<file path="src/rtl/hrs_pkg.sv">
package hrs_pkg;
  typedef enum logic [1:0] {
    ST_DETECT   = 2'd0,
    ST_ACTIVE   = 2'd1,
    ST_HOTRST   = 2'd2,
    ST_DISABLED = 2'd3
  } hrs_state_e;
endpackage

</file>
<file path="src/rtl/hrs_lane_pair.sv">
// Per-lane detector for two back-to-back matching hot-reset training sets.
module hrs_lane_pair #(
  parameter int LINK_W   = 8,
  parameter int LANE_W   = 5,
  parameter int LANE_IDX = 0
) (
  input  logic              clk,
  input  logic              rst_n,
  input  logic              arm,        // high while in Hot Reset
  input  logic              ts_valid,
  input  logic              ts_hot,
  input  logic [LINK_W-1:0] ts_link,
  input  logic [LANE_W-1:0] ts_lane,
  input  logic [LINK_W-1:0] cfg_link,
  output logic              pair_now
);
  logic prev_q, prev_d, good;

  assign good = ts_hot && (ts_link == cfg_link) && (ts_lane == LANE_W'(LANE_IDX));

  always_comb begin
    prev_d = prev_q;
    if (!arm)          prev_d = 1'b0;
    else if (ts_valid) prev_d = good;
  end

  always_ff @(posedge clk or negedge rst_n) begin
    if (!rst_n) prev_q <= 1'b0;
    else        prev_q <= prev_d;
  end

  assign pair_now = arm && ts_valid && good && prev_q;
endmodule

</file>
<file path="src/rtl/hrs_timer.sv">
// Counts timebase ticks while enabled; saturates at the limit.
module hrs_timer #(
  parameter int LIMIT = 2000
) (
  input  logic clk,
  input  logic rst_n,
  input  logic run,
  input  logic tick,
  output logic expired
);
  localparam int CW = $clog2(LIMIT + 1);
  logic [CW-1:0] cnt_q, cnt_d;
  logic          cnt_en;

  assign expired = (cnt_q == CW'(LIMIT));
  assign cnt_en  = !run || (tick && !expired);

  always_comb begin
    if (!run) cnt_d = '0;
    else      cnt_d = cnt_q + CW'(1);
  end

  always_ff @(posedge clk or negedge rst_n) begin
    if (!rst_n)      cnt_q <= '0;
    else if (cnt_en) cnt_q <= cnt_d;
  end
endmodule

</file>
<file path="src/rtl/hot_reset_seq.sv">
module hot_reset_seq
  import hrs_pkg::*;
#(
  parameter int NUM_LANES    = 4,
  parameter int LINK_W       = 8,
  parameter int LANE_W       = 5,
  parameter int TICKS_PER_MS = 1000
) (
  input  logic                          clk,
  input  logic                          rst_n,
  input  logic                          sbr_ctl,
  input  logic                          dis_ctl,
  input  logic                          train_done,
  input  logic                          tb_tick,
  input  logic [LINK_W-1:0]             cfg_link_num,
  input  logic [NUM_LANES-1:0]          rx_ts_valid,
  input  logic [NUM_LANES-1:0]          rx_ts_hot,
  input  logic [NUM_LANES*LINK_W-1:0]   rx_ts_link,
  input  logic [NUM_LANES*LANE_W-1:0]   rx_ts_lane,
  output logic [1:0]                    ltssm_state,
  output logic                          link_up,
  output logic                          tx_hot_ts
);
  localparam int TIMEOUT_TICKS = 2 * TICKS_PER_MS;

  hrs_state_e            state_q, state_d;
  logic                  link_q, link_d;
  logic                  seen_q, seen_d;
  logic                  in_hr, expired, any_pair;
  logic [NUM_LANES-1:0]  lane_pair;

  assign in_hr = (state_q == ST_HOTRST);

  for (genvar g = 0; g < NUM_LANES; g++) begin : g_lane
    hrs_lane_pair #(
      .LINK_W  (LINK_W),
      .LANE_W  (LANE_W),
      .LANE_IDX(g)
    ) u_pair (
      .clk     (clk),
      .rst_n   (rst_n),
      .arm     (in_hr),
      .ts_valid(rx_ts_valid[g]),
      .ts_hot  (rx_ts_hot[g]),
      .ts_link (rx_ts_link[g*LINK_W +: LINK_W]),
      .ts_lane (rx_ts_lane[g*LANE_W +: LANE_W]),
      .cfg_link(cfg_link_num),
      .pair_now(lane_pair[g])
    );
  end

  assign any_pair = |lane_pair;

  hrs_timer #(.LIMIT(TIMEOUT_TICKS)) u_timer (
    .clk    (clk),
    .rst_n  (rst_n),
    .run    (in_hr),
    .tick   (tb_tick),
    .expired(expired)
  );

  // Next-state process
  always_comb begin
    state_d = state_q;
    link_d  = link_q;
    seen_d  = in_hr && (seen_q || any_pair);
    if (dis_ctl) begin
      state_d = ST_DISABLED;
      link_d  = 1'b0;
    end else begin
      unique case (state_q)
        ST_DETECT: begin
          if (sbr_ctl) state_d = ST_HOTRST;
          else if (train_done) begin
            state_d = ST_ACTIVE;
            link_d  = 1'b1;
          end
        end
        ST_ACTIVE: if (sbr_ctl) state_d = ST_HOTRST;
        ST_HOTRST: begin
          if (any_pair) link_d = 1'b0;
          if (!sbr_ctl && (seen_q || any_pair || expired)) begin
            state_d = ST_DETECT;
            link_d  = 1'b0;
          end
        end
        ST_DISABLED: begin
          state_d = ST_DETECT;
          link_d  = 1'b0;
        end
        default: state_d = ST_DETECT;
      endcase
    end
  end

  // Register process
  always_ff @(posedge clk or negedge rst_n) begin
    if (!rst_n) begin
      state_q <= ST_DETECT;
      link_q  <= 1'b0;
      seen_q  <= 1'b0;
    end else begin
      state_q <= state_d;
      link_q  <= link_d;
      seen_q  <= seen_d;
    end
  end

  assign ltssm_state = state_q;
  assign link_up     = link_q;
  assign tx_hot_ts   = in_hr;
endmodule

</file>
<file path="config.mk">
export PLATFORM = sky130hd
export DESIGN_NAME = hot_reset_seq
export DESIGN_NICKNAME = d
export VERILOG_FILES = /design/src/rtl/hrs_pkg.sv /design/src/rtl/hrs_lane_pair.sv /design/src/rtl/hrs_timer.sv /design/src/rtl/hot_reset_seq.sv
export SDC_FILE = /design/constraint.sdc
export NUM_CORES = 1
export LEC_CHECK = 0
export BUFFER_PORTS_ARGS = -buffer_cell sky130_fd_sc_hd__buf_2
export CORE_MARGIN = 10
export CORE_UTILIZATION = 35
export DETAILED_ROUTE_END_ITERATION = 10
export HOLD_SLACK_MARGIN = 0.1
export SYNTH_ARGS = -nofsm -noshare
export SYNTH_HDL_FRONTEND = slang
export SYNTH_SLANG_ARGS = --single-unit
</file>
<file path="constraint.sdc">
create_clock -name clk -period 5.4 [get_ports clk]
set_input_delay 0.81 -clock clk [delete_from_list [all_inputs] [get_ports clk]]
set_output_delay 0.81 -clock clk [all_outputs]
set_load 0.03 [all_outputs]
</file>
==> metrics, run 1 <==
Pins Over Slew Limit=0; initial cell density of the core=35.7%; first drt pass iteration count=4; count of synthesis-stage warnings from yosys=0; count of distinct cell types in the synthesized netlist=39; number of antenna violations at the first check in global routing=0; chip width=86.4 um; number of input and output port buffers inserted=77; clock tree skew after final layout=0.0107 ns; clock period minus worst slack=2.48 ns; post-synthesis to final-layout area growth=30.9%; power density over the cells=244 nW/um2; number of routed nets with antenna violations=0; # setup viols final=0; number of nets at the end of the flow=331; Post-Route Utilization=46.7%; final critical-path share of the clock period=46.0%; Crit Path Class=reg2reg; max cap viols=0; vias per cell=4.98; global-route wire length before repair=7360 um; data required time of the worst path=5.54 ns; Worst Reg2Reg Path Length in Cells=8; static leakage=0.953 nW; share of final-layout standard cells stronger than drive strength 1=35.2%; number of top-level pins=78; total die area=7460 um2; weighted congestion at the end of routability-driven global placement=0.785; Max Buffers Root-to-Sink=2; Antenna Cells=0; crit path capture type=flop; register area share after synthesis=30.8%; share of the synthesized area in the top cell type=30.8%; arrival time of the worst setup path=2.62 ns; cell area after technology mapping=1540 um2; Clock Sinks=19; relative slew slack=62.4%; GRT Total Usage=11.9%; Avg Cell Area, Syn=8.87 um2; post-CTS setup repair buffer count=0; height of the chip=86.4 um; Post-Synthesis Net Count=254; clock tree from TritonCTS=yes; vias after detailed routing=1504; total clock buffers created by CTS=3; largest cells by area after synthesis=dfrtp_1 (31%), xnor2_1 (15%), xor2_1 (7.4%), nor2_1 (5.4%), ha_1 (4.9%); clock latency on the worst-skew pair=0.26 ns; final instance area=2020 um2; worst-margin pin slew=0.560 ns; First DRT Iteration DRCs=53; maximum number of pins on one net before global-route repair=20; sum of negative setup slack=0 ns; Post-route DRC=0; Floorplan Core Area=4320 um2; kind of path behind the tightest hold check=in2async; hold-fix buffer count after cts=0; sum of net half-perimeters after detailed placement=3780 um; detailed-route wire length per cell=14.5 um; worst slack after detailed placement=2.85 ns; H-tree Lvls=1; cell area reported after detailed placement=1970 um2; CP startpoint kind=flop; wire length reported by the detailed router=4370 um; maximum net fanout on the critical path=10; result of the run=finished clean; clk root buf=clkbuf_8; unrepaired setup endpoints after global routing=false; Yosys top cell by area=dfrtp_1; grt total ovfl=0; crit path setup slack, layout=2.92 ns; hold slack=0.476 ns; post-synthesis register bit count=19; count of cells resized by post-cts repair=0; Synth Instances=174; final count of hold timing violations=0; vias in the first global route=1605; floorplan row count=24; highest clock rate=0.403 GHz; Max VDD drop=237 uV; Worst-path clk slew=0.08 ns
-- placed cells by master, fill, tap and decap left out, drive strengths merged, types with 2 or more instances in the layout --
master / count
buf: 77
xnor2: 26
nor2: 22
dfrtp: 19
xor2: 13
nand4: 13
nand2: 10
inv: 8
a21oi: 7
ha: 6
nor4: 6
o21ai: 5
nor3: 3
nand3: 3
or3: 3
a21o: 3
clkbuf: 3
nor4b: 3
nor3b: 2
a32oi: 2
o41ai: 2
-- power breakdown --
group / total [mW] / switching [mW] / internal (mW)
Combinational: 0.224 / 0.133 / 0.0904
Sequential: 0.168 / 0.0130 / 0.155
Clock: 0.102 / 0.0500 / 0.0521
Total: 0.493 / 0.196 / 0.297
-- synthesized netlist by cell type --
cell       count
or4b_1         1
o211ai_1       1
and3_1         1
nor4_1         5
or4_4          1
or3_1          3
clkbuf_1       2
nand4_1       12
nor3b_1        2
nand3_1        3
xor2_1        13
o41ai_1        1
or2_2          1
nand3b_1       1
a21boi_0       1
o22ai_1        1
mux2i_1        1
nor2_1        22
ha_1           6
a32oi_1        2
clkbuf_2       1
a21o_1         3
a21oi_1        7
nand2b_1       1
nor3_1         3
nand4_2        1
o21ai_0        5
clkinv_1       1
xnor2_1       26
buf_2          2
nor4b_4        2
a2bb2oi_1      1
dfrtp_1       19
nor4_2         1
nor4b_1        1
nand2_1       10
o41ai_2        1
inv_1          8
and4b_1        1
-- worst paths after layout --
| kind | slack (ns) | startpoint | end |
|---|---|---|---|
| setup reg to reg | 2.92 | ltssm_state[0]$_DFFE_PN0P_ | ltssm_state[1]$_DFFE_PN0P_ |
| setup / recovery | 2.92 | ltssm_state[0]$_DFFE_PN0P_ | ltssm_state[1]$_DFFE_PN0P_ |
| hold / removal | 0.48 | rst_n | u_timer.cnt_q[10]$_DFFE_PN0P_ |
| min in group clk | 0.48 | g_lane[3].u_pair.prev_q$_DFFE_PN0P_ | g_lane[3].u_pair.prev_q$_DFFE_PN0P_ |
| hold reg to reg | 0.48 | g_lane[3].u_pair.prev_q$_DFFE_PN0P_ | g_lane[3].u_pair.prev_q$_DFFE_PN0P_ |
| max in group asynchronous | 4.61 | rst_n | g_lane[2].u_pair.prev_q$_DFFE_PN0P_ |
-- cell type report --
class                      instances  area [um2]
multi-input combinational        141        1010
clock buffer                       3        41.3
tap                               52        65.1
timing repair buffer              77         385
sequential                        19         475
clock inverter                     1        7.51
inverter                           9        33.8
fill                             448        2300
-- worst max-delay path: stages, from the launching register on --
cell	delay, ns
dfrtp_1	0.41
inv_1	0.09
ha_1	0.36
and4b_1	0.27
nand3_1	0.14
nor4_2	0.08
or4_4	0.51
o41ai_2	0.34
a32oi_1	0.15
-- stage by stage --
stage,instances,power (mW)
finish,302,0.493
global route,302,0.537
CTS,302,0.503
detailed placement,298,0.398
global placement,298,0.396
floorplan,174,0.321
-- sequential cells by signal, indices dropped and copies added, names as in the netlist --
name                  flops
ltssm_state               2
link_up                   1
seen_q                    1
u_timer.cnt_q            11
g_lane.u_pair.prev_q      4
-- cells by family (layout without fill, tap and decap cells) --
kind of cell    count (synthesis)  after routing  share of synthesized area [%]
compound gates                 23             23                           10.1
xor+xnor                       39             39                           22.1
fa+ha+maj                       6              6                           4.87
buf+inv                        14             90                           3.65
flops                          19             19                           30.8
mux                             1              1                          0.649
simple gates                   72             72                           27.8
-- layer usage --
metal / global-route usage, % / vias up / part of all wire [%]
met4: 3.68 / 0 / 1.3
li1: - / 767 / -
met5: 0 / - / 0
met2: 21.5 / 35 / 53
met3: 2.44 / 4 / 4.8
met1: 13.7 / 698 / 41
Note: power is estimated with default switching activity, not from simulation.
==> inputs of run 2 (changes only) <==
--- a/config.mk
+++ b/config.mk
@@ -10,6 +10,7 @@
 export CORE_UTILIZATION = 35
 export DETAILED_ROUTE_END_ITERATION = 10
 export HOLD_SLACK_MARGIN = 0.1
+export PLACE_DENSITY = 0.67
 export SYNTH_ARGS = -nofsm -noshare
 export SYNTH_HDL_FRONTEND = slang
 export SYNTH_SLANG_ARGS = --single-unit
==> constraint.sdc (replaced) <==
create_clock -name clk -period 2.1 [get_ports clk]
set_input_delay 0.315 -clock clk [delete_from_list [all_inputs] [get_ports clk]]
set_output_delay 0.315 -clock clk [all_outputs]
set_load 0.03 [all_outputs]
==> run 2 against run 1 <==
Net effect:
- critical endpoint is now ltssm_state[0]$_DFFE_PN0P_
- final cell count increased by 3.0%
- sequential power grew to 2.5 times the previous value
- flip-flop and latch count is the same
- register-to-register slack lost 2.8 ns
==> metrics, run 2 (synthesized netlist as in run 1, its figures left out) <==
result of the run=finished clean; total clock buffers created by CTS=3 (unchanged); Clock Sinks=19 (unchanged); number of input and output port buffers inserted=77 (unchanged); cell with the biggest individual delay on the critical path=or4_4; final critical-path share of the clock period=94.0% (+48 points); Post-route DRC=0 (unchanged); first drt pass iteration count=4 (unchanged); CP startpoint kind=flop; maximum number of pins on one net before global-route repair=20 (unchanged); grt total ovfl=0 (unchanged); sum of net half-perimeters after detailed placement=3950 um (+4.5%); Worst-path clk slew=0.07 ns (about the same); Floorplan Core Area=4320 um2 (unchanged); highest clock rate=0.506 GHz (+26%); relative slew slack=70.5% (+8.2 points); Max Buffers Root-to-Sink=2 (unchanged); First DRT Iteration DRCs=56 (+5.7%); global-route wire length before repair=7380 um (+0.19%); CP Buf/Inv Count=0 (-1); vias in the first global route=1584 (-1.3%); GRT Total Usage=12.0% (+0.089 points); number of antenna violations at the first check in global routing=0 (unchanged); most common cell after layout, fill and taps aside=buf_2; clock period minus worst slack=1.97 ns (-0.509 ns); Pins Over Slew Limit=0 (unchanged); Max VDD drop=575 uV (+140%); unrepaired setup endpoints after global routing=false; post-CTS setup repair buffer count=0 (unchanged); clock share of power=18.7% (-2.0 points); number of routed nets with antenna violations=0 (unchanged); data required time of the worst path=2.23 ns (-3.31 ns); Antenna Cells=0 (unchanged); count of cell instances traversed by the critical path=7 (-1); overall power after layout=1.36 mW (+180%); max reg flops=11 (unchanged); switching share of power=38.5% (-1.3 points); Post-Route Utilization=49.1% (+2.4 points); clock latency on the worst-skew pair=0.25 ns (about the same); power density over the cells=642 nW/um2 (+160%); most frequent cells in the layout=buf_2 (77), xnor2_1 (26), nor2_1 (22); share of final-layout standard cells stronger than drive strength 1=39.0% (+3.8 points); Crit path largest cell delay=0.53 ns (+0.02 ns); initial cell density of the core=35.7% (unchanged); clk root buf=clkbuf_8; sequential fraction of design power=31.4% (-2.6 points); number of nets at the end of the flow=340 (+2.7%); detailed-route wire length per cell=14.9 um (+3.0%); Internal Dissipation=0.838 mW (+180%); clock tree skew after final layout=0.00280 ns (-0.00786 ns); # setup viols final=0 (unchanged); Worst Hold Depth=2; arrival time of the worst setup path=2.10 ns (-0.52 ns); vias per cell=4.94 (-0.83%); sequence of cells on the critical path=ha_4 -> and4b_1 -> nand3_2 -> nor4_2 -> or4_4 -> o41ai_4 -> a32oi_1; worst-margin pin slew=0.442 ns (-0.118 ns); Crit Path Class=reg2reg; height of the chip=86.4 um (unchanged); maximum net fanout on the critical path=6 (-4); switching pwr=0.525 mW (+170%); max cap viols=0 (unchanged); final count of hold timing violations=0 (unchanged); static leakage=0.997 nW (+4.7%); wire length reported by the detailed router=4630 um (+6.0%); floorplan row count=24 (unchanged); Worst Reg2Reg Path Length in Cells=7 (-1); H-tree Lvls=1 (unchanged); total die area=7460 um2 (unchanged); weighted congestion at the end of routability-driven global placement=0.817 (+4.0%); vias after detailed routing=1536 (+2.1%); delay-heaviest family, CP=simple AND/OR/NAND/NOR gates; chip width=86.4 um (unchanged); crit path capture type=flop; number of top-level pins=78 (unchanged); post-synthesis to final-layout area growth=37.6%; kind of path behind the tightest hold check=in2reg; logic gate share of total power=49.8% (+4.5 points); largest register by flop count=u_timer.cnt_q; clock tree from TritonCTS=yes
==> run 2: cell count changes in the layout (fill, tap and decap cells not counted), sizes merged <==
cell / previous run / this run
buf: 77 / 85
clkbuf: 3 / 4
clkinvlp: 1 / 0
dlygate4sd3: 0 / 1
==> run 2: path summary, 6_finish.rpt <==
check	slack, ns	from	end
setup reg to reg	0.13	ltssm_state[1]$_DFFE_PN0P_	ltssm_state[0]$_DFFE_PN0P_
hold / removal	0.29	dis_ctl	link_up$_DFFE_PN0P_
setup / recovery	0.13	ltssm_state[1]$_DFFE_PN0P_	ltssm_state[0]$_DFFE_PN0P_
min in group asynchronous	0.53	rst_n	u_timer.cnt_q[9]$_DFFE_PN0P_
hold reg to reg	0.48	g_lane[2].u_pair.prev_q$_DFFE_PN0P_	g_lane[2].u_pair.prev_q$_DFFE_PN0P_
max in group asynchronous	1.24	rst_n	ltssm_state[1]$_DFFE_PN0P_
==> run 2: metal layers <==
layer | wire [um] | vias to the layer above | track usage [%]
met5 | 0 | - | 0
met4 | 16 | 0 | 1.47
met3 | 223 | 2 | 3.10
met2 | 2470 | 33 | 22.8
met1 | 1920 | 720 | 13.4
li1 | - | 781 | -
==> run 2: cell type report <==
class | instances | area, um2
fill | 428 | 2200
multi-input combinational | 141 | 1040
sequential | 19 | 478
timing repair buffer | 86 | 455
tap | 52 | 65.1
clock buffer | 4 | 45.0
inverter | 9 | 33.8
==> run 2: what timing repair did <==
item                                    in CTS  in global routing
hold buffers                                 1                  0
endpoints found under the hold margin       19                  0
endpoints found under the setup margin       0                  2
gates resized for setup                      0                  2
==> run 2: power groups by stage <==
stage               combinational, mW  sequential [mW]  clock, mW
finish                          0.679            0.428      0.255
global route                    0.748            0.431      0.279
CTS                             0.669            0.428      0.264
detailed placement              0.663            0.435          0
global placement                0.661            0.434          0
floorplan                       0.383            0.486          0
==> run 2: through the flow <==
| step | hold slack, ns | worst slack, ns | instance area (um2) | std cells | setup TNS, ns |
|---|---|---|---|---|---|
| after global placement | 0.285 | 0.0124 | 2050 | 306 | 0 |
| final | 0.294 | 0.125 | 2120 | 311 | 0 |
| after floorplan | 0.0194 | -0.220 | 1570 | 174 | -0.441 |
| after CTS | 0.285 | 0.00549 | 2110 | 311 | 0 |
| after detailed placement | 0.282 | -0.0103 | 2050 | 306 | -0.0200 |
| after global routing | 0.292 | 0.0245 | 2120 | 311 | 0 |
==> inputs of run 3 (changes only) <==
--- a/config.mk
+++ b/config.mk
@@ -5,12 +5,12 @@
 export SDC_FILE = /design/constraint.sdc
 export NUM_CORES = 1
 export LEC_CHECK = 0
+export ABC_AREA = 1
 export BUFFER_PORTS_ARGS = -buffer_cell sky130_fd_sc_hd__buf_2
 export CORE_MARGIN = 10
 export CORE_UTILIZATION = 35
 export DETAILED_ROUTE_END_ITERATION = 10
 export HOLD_SLACK_MARGIN = 0.1
-export PLACE_DENSITY = 0.67
 export SYNTH_ARGS = -nofsm -noshare
 export SYNTH_HDL_FRONTEND = slang
 export SYNTH_SLANG_ARGS = --single-unit
==> run 3 against run 2 <==
Net effect:
- die area rose by 9.5%
- register-to-register slack improved by 0.09 ns
- sequential share of layout area fell by 1.5 points
- critical endpoint is now u_timer.cnt_q[10]$_DFFE_PN0P_
- non-clock buffer count fell by 4
- core utilization fell by 1.5 points
- final cell count rose by 35%
- clock power rose by 2%
- worst setup slack improved by 0.086 ns
- largest power group unchanged
- largest cell class unchanged
- via count rose by 18%
- total power rose by 9.2%
- maximum frequency rose by 4.5%
- count of clock-buffer cells in the layout did not move
==> metrics, run 3 <==
grt total ovfl=0 (unchanged); count of distinct cell types in the synthesized netlist=27 (-31%); Inst Count DP=414 (+35%); static leakage=1.23 nW (+23%); H-tree Lvls=1 (unchanged); Crit path largest cell delay=0.38 ns (-0.15 ns); logic gate share of total power=50.8% (+1.0 points); largest register by flop count=u_timer.cnt_q; clock latency on the worst-skew pair=0.26 ns (about the same); Yosys top cell by area=dfrtp_1; Avg Cell Area, Syn=6.33 um2 (-29%); total clock buffers created by CTS=3 (unchanged); Synth Instances=274 (+57%); Post-Synthesis Net Count=354 (+39%); Floorplan Core Area=4750 um2 (+10%); cell area after technology mapping=1730 um2 (+12%); height of the chip=90.4 um (+4.6%); Worst-path clk slew=0.08 ns (about the same); global routing met1 resource utilization=12.5% (-0.85 points); weighted congestion at the end of routability-driven global placement=0.803 (-1.7%); Worst Reg2Reg Path Length in Cells=13 (+6); slack of the worst reg-to-reg path=0.21 ns (+0.09 ns); GRT Total Usage=11.9% (-0.15 points); share of final-layout standard cells stronger than drive strength 1=31.1% (-7.9 points); clock tree from TritonCTS=yes; number of antenna violations at the first check in global routing=1 (+1); sum of negative setup slack=0 ns (unchanged); Post-synth EDFFs=0 (unchanged); Post-route DRC=0 (unchanged); global route hottest layer=met2; unrepaired setup endpoints after global routing=false; share of the synthesized area in the top cell type=27.4% (-3.4 points); largest cells by area after synthesis=dfrtp_1 (27%), nand2_1 (18%), xnor2_1 (9.1%), inv_1 (7.1%), nor2_1 (7.1%); met2 Resource Use GR=22.5% (-0.29 points); capture point of the critical path=u_timer.cnt_q[10]$_DFFE_PN0P_; Fill cells=526 (+23%); max reg flops=11 (unchanged); most frequent cell after synthesis=nand2_1; Internal Dissipation=0.870 mW (+3.8%); CP startpoint kind=flop; clock share of power=17.5% (-1.2 points); count of synthesis-stage warnings from yosys=0 (unchanged); final count of hold timing violations=0 (unchanged); Max VDD drop=340 uV (-41%); First DRT Iteration DRCs=79 (+41%); Antenna Cells=0 (unchanged); Clock Sinks=19 (unchanged); power density over the cells=658 nW/um2 (+2.5%); register area share after synthesis=27.4% (-3.4 points); number of input and output port buffers inserted=77 (unchanged); arrival time of the worst setup path=2.07 ns (-0.03 ns); result of the run=finished clean; Post-Route Utilization=47.6% (-1.5 points); Finished Layout Cells=421 (+35%); chip width=90.4 um (+4.6%); FF-to-FF Start=u_timer.cnt_q[0]$_DFFE_PN0P_; Pins Over Slew Limit=0 (unchanged); vias after detailed routing=1813 (+18%); max cap viols=0 (unchanged); most frequent cells in the layout=nand2_1 (81), buf_2 (77), inv_1 (33); worst-margin pin slew=0.451 ns (+0.00944 ns); most common cell after layout, fill and taps aside=nand2_1; launching element of the worst setup path=u_timer.cnt_q[0]$_DFFE_PN0P_; vias per cell=4.31 (-13%); sequential fraction of design power=31.7% (+0.3 points); Async S/R FF share, synth=100% (unchanged); detailed-route wire length per cell=11.6 um (-22%); data required time of the worst path=2.28 ns (+0.05 ns); most frequent cells after synthesis=nand2_1 (81), inv_1 (33), nor2_1 (33); clock tree skew after final layout=0.00515 ns (+0.00235 ns); clk root buf=clkbuf_8; total die area=8170 um2 (+9.5%); sum of net half-perimeters after detailed placement=4180 um (+5.9%); Crit path top cell by count=nand2_1; vias in the first global route=1868 (+18%); maximum net fanout on the critical path=5 (-1); met3 track utilization from global routing=3.74% (+0.64 points); kind of path behind the tightest hold check=in2reg; highest clock rate=0.529 GHz (+4.5%); relative slew slack=69.9% (-0.63 points); cell with the biggest individual delay on the critical path=dfrtp_1; global-route wire length before repair=8290 um (+12%); post-synthesis register bit count=19 (unchanged); post-synthesis to final-layout area growth=30.4%; sequence of cells on the critical path=inv_1 -> ha_1 -> nand2_1 -> nor3_1 -> nand3_2 -> nand2_2 -> nor2_2 -> nand2_1 -> nor3_2 -> nand2_1 -> nor2_1 -> o21ai_1 -> a21oi_1; wire length reported by the detailed router=4890 um (+5.5%); Crit Path Class=reg2reg; Max Buffers Root-to-Sink=2 (unchanged); Critical R2R Capture=u_timer.cnt_q[10]$_DFFE_PN0P_; number of top-level pins=78 (unchanged); number of routed nets with antenna violations=0 (unchanged); number of nets at the end of the flow=435 (+28%); switching pwr=0.618 mW (+18%); final critical-path share of the clock period=89.9% (-4.1 points); crit path capture type=flop; floorplan row count=25 (+4.2%); initial cell density of the core=36.5% (+0.80 points); clock period minus worst slack=1.89 ns (-0.0858 ns); first drt pass iteration count=4 (unchanged); most frequently used flop master after synthesis=dfrtp_1; # setup viols final=0 (unchanged); maximum number of pins on one net before global-route repair=20 (unchanged); switching share of power=41.5% (+3.0 points)
run 3: cell count changes after synthesis, sizes merged, moves of 4 or more:
cell   change
nand3     +10
nor2      +15
nor4       -6
a21oi      +6
nand4     -10
xor2      -13
nand2     +75
inv       +34
o21ai      +7
nor3       +4
xnor2      -8
run 3: stage by stage:
| step | power (mW) | instance area (um2) | setup slack (ns) | hold WS (ns) |
|---|---|---|---|---|
| 6_report | 1.49 | 2260 | 0.211 | 0.349 |
| 5_1_grt | 1.63 | 2260 | 0.0100 | 0.362 |
| 4_1_cts | 1.47 | 2240 | 0.196 | 0.345 |
| 3_5_place_dp | 1.20 | 2190 | 0.214 | 0.288 |
| 3_3_place_gp | 1.19 | 2190 | 0.263 | 0.282 |
| 2_1_floorplan | 0.983 | 1740 | 0.0105 | 0.0194 |
run 3: critical path: cells and delay by family (launching register included):
family                     cells  cell delay [ns]
buffers and inverters          1             0.08
DFF                            1             0.38
adders and majority gates      1             0.19
and+or+nand+nor                9             0.95
AOI/OAI and AO/OA              2             0.21
run 3: cells by family after synthesis:
family | synth area share [%]
compound gates | 8.01
xor+xnor | 9.09
fa+ha+maj | 4.33
buf+inv | 11.8
flops | 27.4
simple gates | 39.3
run 3: power by group through the flow:
stage,clock network (mW),logic (mW),registers (mW)
4_1_cts,0.265,0.727,0.474
2_1_floorplan,0,0.450,0.533
6_report,0.261,0.756,0.471
3_3_place_gp,0,0.714,0.478
5_1_grt,0.284,0.867,0.477
3_5_place_dp,0,0.722,0.480
run 3: how the worst min path moves through the flow:
stage,from,depth (start not counted),endpoint,slack [ns]
detailed placement,rst_n,1,u_timer.cnt_q[7]$_DFFE_PN0P_,0.29
floorplan,rst_n,0,g_lane[0].u_pair.prev_q$_DFFE_PN0P_,0.02
CTS,rx_ts_valid[2],3,g_lane[2].u_pair.prev_q$_DFFE_PN0P_,0.35
finish,rx_ts_valid[3],3,g_lane[3].u_pair.prev_q$_DFFE_PN0P_,0.35
global route,rx_ts_valid[3],3,g_lane[3].u_pair.prev_q$_DFFE_PN0P_,0.36
global placement,rst_n,1,u_timer.cnt_q[7]$_DFFE_PN0P_,0.28
run 3: routing by layer:
layer | wire length, um | vias up
met3 | 271 | 4
met5 | 7 | -
li1 | - | 1001
met1 | 2000 | 770
met2 | 2570 | 36
met4 | 38 | 2
run 3: area by class of cell:
| type | instances | area, um2 | share of cell area, % |
|---|---|---|---|
| Timing Repair Buffer | 82 | 425 | 18.8 |
| Multi-Input combinational cell | 204 | 1060 | 46.8 |
| Clock buffer | 4 | 45.0 | 1.99 |
| Tap cell | 67 | 83.8 | 3.71 |
| Inverter | 45 | 173 | 7.64 |
| Sequential cell | 19 | 475 | 21.0 |
run 3: timing repair:
item,CTS,global route
gates resized for setup,0,3
endpoints found under the hold margin,19,0
setup buffers,0,2
setup endpoints to repair,0,3
hold buffers,1,0
